## config.mk

```make
export PLATFORM = sky130hd
export DESIGN_NAME = irq_share_node
export DESIGN_NICKNAME = d
export VERILOG_FILES = /design/src/rtl/irq_node_pkg.sv /design/src/rtl/irq_flag_cell.sv /design/src/rtl/irq_pend_ctrl.sv /design/src/rtl/irq_share_node.sv
export SDC_FILE = /design/constraint.sdc
export NUM_CORES = 1
export LEC_CHECK = 0
export BUFFER_PORTS_ARGS = -buffer_cell sky130_fd_sc_hd__clkbuf_2
export CORE_AREA = 8 8 45 47
export CTS_BUF_LIST = sky130_fd_sc_hd__clkbuf_4
export DETAILED_ROUTE_END_ITERATION = 10
export DIE_AREA = 0 0 53 55
export GPL_TIMING_DRIVEN = 0
export RECOVER_POWER = 100
export SYNTH_ARGS = -nofsm -noshare
export SYNTH_HDL_FRONTEND = slang
export SYNTH_SLANG_ARGS = --single-unit
```

## constraint.sdc

```tcl
create_clock -name clk -period 1.2 [get_ports clk]
set_clock_uncertainty 0.2 [all_clocks]
set_input_delay 0.18 -clock clk [delete_from_list [all_inputs] [get_ports clk]]
set_output_delay 0.18 -clock clk [all_outputs]
set_load 0.05 [all_outputs]
```

## src/rtl/irq_node_pkg.sv

```systemverilog
package irq_node_pkg;

    typedef struct packed {
        logic evt_last;
        logic flag;
    } flag_state_t;

    typedef struct packed {
        logic pend;
    } pend_state_t;

endpackage

```

## src/rtl/irq_flag_cell.sv

```systemverilog
module irq_flag_cell
    import irq_node_pkg::*;
#(
    parameter bit HAS_EN = 1'b1
) (
    input  logic clk,
    input  logic rst_n,
    input  logic evt_i,
    input  logic ev_en_i,
    input  logic clr_i,
    output logic flag_o,
    output logic qrise_o,
    output logic qflag_nxt_o
);

    flag_state_t st_d, st_q;
    logic        rise;
    logic        eff_en;

    always_comb begin
        st_d          = st_q;
        eff_en        = ev_en_i | ~HAS_EN;
        rise          = evt_i & ~st_q.evt_last;
        st_d.evt_last = evt_i;
        st_d.flag     = (st_q.flag & ~clr_i) | rise;
        qrise_o       = rise & eff_en;
        qflag_nxt_o   = st_d.flag & eff_en;
    end

    always_ff @(posedge clk) begin
        if (!rst_n) begin
            st_q <= '0;
        end else begin
            st_q <= st_d;
        end
    end

    assign flag_o = st_q.flag;


    flag_rise_set_chk: assert property (@(posedge clk) disable iff (!rst_n)
        (evt_i && !st_q.evt_last) |=> flag_o);


    flag_clear_chk: assert property (@(posedge clk) disable iff (!rst_n)
        (clr_i && !(evt_i && !st_q.evt_last)) |=> !flag_o);

endmodule

```

## src/rtl/irq_pend_ctrl.sv

```systemverilog
module irq_pend_ctrl
    import irq_node_pkg::*;
#(
    parameter int NUM_EVT = 4
) (
    input  logic               clk,
    input  logic               rst_n,
    input  logic [NUM_EVT-1:0] qrise_i,
    input  logic [NUM_EVT-1:0] qflag_nxt_i,
    input  logic               ack_i,
    output logic               pend_o
);

    pend_state_t st_d, st_q;
    logic        any_set;
    logic        any_qual;

    always_comb begin
        st_d     = st_q;
        any_set  = |qrise_i;
        any_qual = |qflag_nxt_i;
        st_d.pend = any_set | (st_q.pend & ~ack_i & any_qual);
    end

    always_ff @(posedge clk) begin
        if (!rst_n) begin
            st_q <= '0;
        end else begin
            st_q <= st_d;
        end
    end

    assign pend_o = st_q.pend;


    pend_set_chk: assert property (@(posedge clk) disable iff (!rst_n)
        (|qrise_i) |=> pend_o);


    pend_ack_chk: assert property (@(posedge clk) disable iff (!rst_n)
        (ack_i && !(|qrise_i)) |=> !pend_o);


    pend_auto_clr_chk: assert property (@(posedge clk) disable iff (!rst_n)
        (!(|qflag_nxt_i) && !(|qrise_i)) |=> !pend_o);

endmodule

```

## src/rtl/irq_share_node.sv

```systemverilog
module irq_share_node #(
    parameter int                 NUM_EVT    = 4,
    parameter logic [NUM_EVT-1:0] EVT_HAS_EN = 4'b0111
) (
    input  logic               clk,
    input  logic               rst_n,
    input  logic [NUM_EVT-1:0] evt_i,
    input  logic [NUM_EVT-1:0] evt_en_i,
    input  logic               node_en_i,
    input  logic [NUM_EVT-1:0] flag_clr_i,
    input  logic               ack_i,
    output logic [NUM_EVT-1:0] flags_o,
    output logic               irq_o
);

    logic [NUM_EVT-1:0] qrise;
    logic [NUM_EVT-1:0] qflag_nxt;
    logic               pend;

    for (genvar g = 0; g < NUM_EVT; g++) begin : g_evt
        irq_flag_cell #(
            .HAS_EN (EVT_HAS_EN[g])
        ) u_cell (
            .clk         (clk),
            .rst_n       (rst_n),
            .evt_i       (evt_i[g]),
            .ev_en_i     (evt_en_i[g]),
            .clr_i       (flag_clr_i[g]),
            .flag_o      (flags_o[g]),
            .qrise_o     (qrise[g]),
            .qflag_nxt_o (qflag_nxt[g])
        );
    end

    irq_pend_ctrl #(
        .NUM_EVT (NUM_EVT)
    ) u_pend (
        .clk         (clk),
        .rst_n       (rst_n),
        .qrise_i     (qrise),
        .qflag_nxt_i (qflag_nxt),
        .ack_i       (ack_i),
        .pend_o      (pend)
    );

    assign irq_o = pend & node_en_i;


    irq_gate_chk: assert property (@(posedge clk) disable iff (!rst_n)
        irq_o |-> node_en_i);


    irq_relaunch_chk: assert property (@(posedge clk) disable iff (!rst_n)
        (node_en_i && (|qrise)) |=> (pend && (irq_o || !node_en_i)));

endmodule

```

==> metrics.md <==
| Metric | Value |
|---|---|
| Outcome | complete, but fails checks |
| Failing checks | negative setup slack |
| Slew Limit Fails | 0 |
| Die H | between 50 and 60 µm |
| Final period util | 1.05 |
| Number of clock sinks | 9 |
| Mapped Cells | 43 |
| Crit path time final | 1260 ps |
| Startpoint types | register |
| Largest net degree at the start of global routing | 6 |
| Reg-to-Reg Start | u_pend.pend_o |
| Register bit total from synthesis | 9 |
| Nets@finish | between 80 and 90 |
| Later-pin clock latency in the skew report | 260 ps |
| Drt total wl | 1.04 mm |
| Hold_ws | approximately 9.0 ps |
| Sequential-to-total area share from yosys stat | 0.454 |
| Maxcap violations | 0 |
| Grt ovf | 0 |
| Root Buffer | clkbuf_4 |
| CP Capture Type | output pin |
| Post-synth top area cell | dfxtp_1 |
| RSZ-0062 raised after global routing | true |
| Slew headroom | 0.856 |
| Reg2Reg Capture Point | u_pend.pend_o |
| Global-route usage over all layers | 0.0746 |
| Share of cells above drive strength 1 | 0.493 |
| Top area cells in the synthesized netlist | dfxtp_1, and2_1, buf_4 |
| Syn_nets | 59 |
| Gate power share | 0.245 |
| Core area | between 1000 and 1500 µm² |
| Net Sw Power | ~210 µW |
| Port bufs | 19 |
| Worst Hold End | g_evt[3].u_cell.flag_o |
| Die area | ~2900 µm² |
| CP Data Required Time | approximately 820 ps |
| CTS H-tree lvls | 1 |
| # rows | 14 |
| Max clock buf depth | 2 |
| Yosys warnings | 0 |
| Internal Power | 580 µW |
| Leakage | 0.000325 µW |
| Final routed DRC violation total | 0 |
| Mapped Avg Cell Area | 9.22 µm² |
| Worst slew pin tran | 213 ps |
| Antenna Cells | 0 |
| Cell Pwr Density | 1120 nW/µm² |
| Die X | 53 µm |
| Hold path startpoint | flag_clr_i[3] |
| CP Class | reg -> out |
| Final Worst Setup Slack | -58.3 ps |
| Vias per inst | 4.21 |
| IO Count | 21 |
| Post-Syn Area | 397 µm² |
| R2R cell count | 4 |
| Crit Path Max Fanout | 2 |
| Hold Crit Depth | 3 |
| Fmax | 0.795 GHz |
| Sw frac | 0.268 |
| Detailed-router iteration count before antenna repair | 3 |
| Reg clk slew, reported paths | 70 ps |
| Share of total power in the clock network | 0.336 |
| Peak supply drop | 0.544 mV |
| Initial antenna violation count | 0 |
| Final Hold Vio Count | 0 |
| R2R setup slack | -10 ps |
| Flop pwr share | 0.419 |
| Total power | 791 µW |
| Final GP Congestion | 0.760 |
| Antenna viol nets, final | 0 |
| Initial core utilization | 0.287 |
| Yosys top cell area share | 0.454 |
| Final setup fails | 3 |
| Distinct cells, synth | 15 |
| Drt wl/cell | 12.0 µm |
| TritonCTS clock tree | built |
| Worst hold path class | in -> reg |
| Drt initial violations | 5 |
| Synth-to-layout area growth | 77.6% |
| Via count | roughly 370 |
| Wire length of the first global-routing pass | 1.55 mm |
| CTS Buf Count | 3 |
| Worst path arrival time | roughly 880 ps |
| Vias in the first global route | between 300 and 400 |
[layer usage]
metal,part of all wire,global-route usage,vias to the layer above,routed length [µm]
met4,0.0096,0.0776,0,10
li1,-,-,193,-
met1,0.42,0.0785,158,443
met2,0.47,0.111,13,491
met5,0,0,-,0
met3,0.093,0.0267,2,97
[critical path, cell delays in order (launching register included)]
cell,delay [ps]
dfxtp_2,330
and2_4,140
clkbuf_16,150
[area by class of cell]
cell class / count / area [µm²]
Buffer: 1 / 11.3
Clock buffer: 4 / 30.0
Fill cell: 138 / 679
Inverter: 5 / 18.8
Multi-Input combinational cell: 25 / 191
Sequential cell: 9 / 186
Tap cell: 16 / 20.0
Timing Repair Buffer: 27 / 246
[power by group through the flow]
stage,Combinational (µW),Sequential (µW),Clock [µW]
detailed placement,134,334,0
global placement,133,334,0
floorplan,92.9,332,0
CTS,195,332,271
global route,207,334,293
finish,194,332,266
[state kept, by name (all words and copies together) (netlist names)]
signal               count
g_evt.u_cell.st_q        4
g_evt.u_cell.flag_o      4
u_pend.pend_o            1
[stage by stage]
step	worst slack (ps)	utilization	area, µm²	TNS [ps]	cells
after floorplan	75.3	-	397	0	43
after global placement	33.0	0.370	512	0	78
after detailed placement	15.1	0.370	512	0	78
after CTS	-60.3	0.515	713	-111	87
after global routing	-92.6	0.509	704	-307	87
final	-58.3	0.509	704	-104	87
[cells in the mapped netlist (all sizes together)]
cell type	instances
dfxtp	9
and2	5
inv	5
a21oi	4
buf	4
nand2b	3
nor2	2
nor2b	2
nor4bb	2
o21ai	2
a211o	1
a41oi	1
nand3b	1
o21a	1
or2b	1
[worst max-delay path by stage]
| stage | startpoint | endpoint | slack, ps | cells past startpoint |
|---|---|---|---|---|
| finish | u_pend.pend_o | irq_o | -60 | 2 |
| detailed placement | g_evt[0].u_cell.flag_o | u_pend.pend_o | 20 | 3 |
| floorplan | u_pend.pend_o | irq_o | 80 | 1 |
| CTS | u_pend.pend_o | irq_o | -60 | 2 |
| global route | u_pend.pend_o | irq_o | -90 | 2 |
| global placement | g_evt[0].u_cell.flag_o | u_pend.pend_o | 30 | 3 |
[cells in the final DEF (no fill, tap or decap), drive strengths merged]
cell type	synthesis	final
dfxtp	9	9
buf	4	4
a211o	1	1
o21a	1	1
nor2b	2	2
nor2	2	2
o21ai	2	2
nand2b	3	3
inv	5	5
clkbuf	0	23
or2b	1	1
nor4bb	2	2
and2	5	5
nand3b	1	1
dlygate4sd3	0	5
a21oi	4	4
a41oi	1	1
[cell families after synthesis]
family	synth area share
AND/OR/NAND/NOR	0.265
flip-flops	0.454
AO/OA/AOI/OAI	0.158
buffers and inverters	0.123
[repair_timing]
| item | in CTS | in global routing |
|---|---|---|
| resized for setup | 23 | 3 |
| setup endpoints to repair | 5 | 3 |
| hold buffers | 6 | 0 |
| hold endpoints to repair | 6 | 0 |
| gates cloned | 0 | 0 |
| buffers inserted | 2 | 0 |
(Power assumes the default switching activity.)
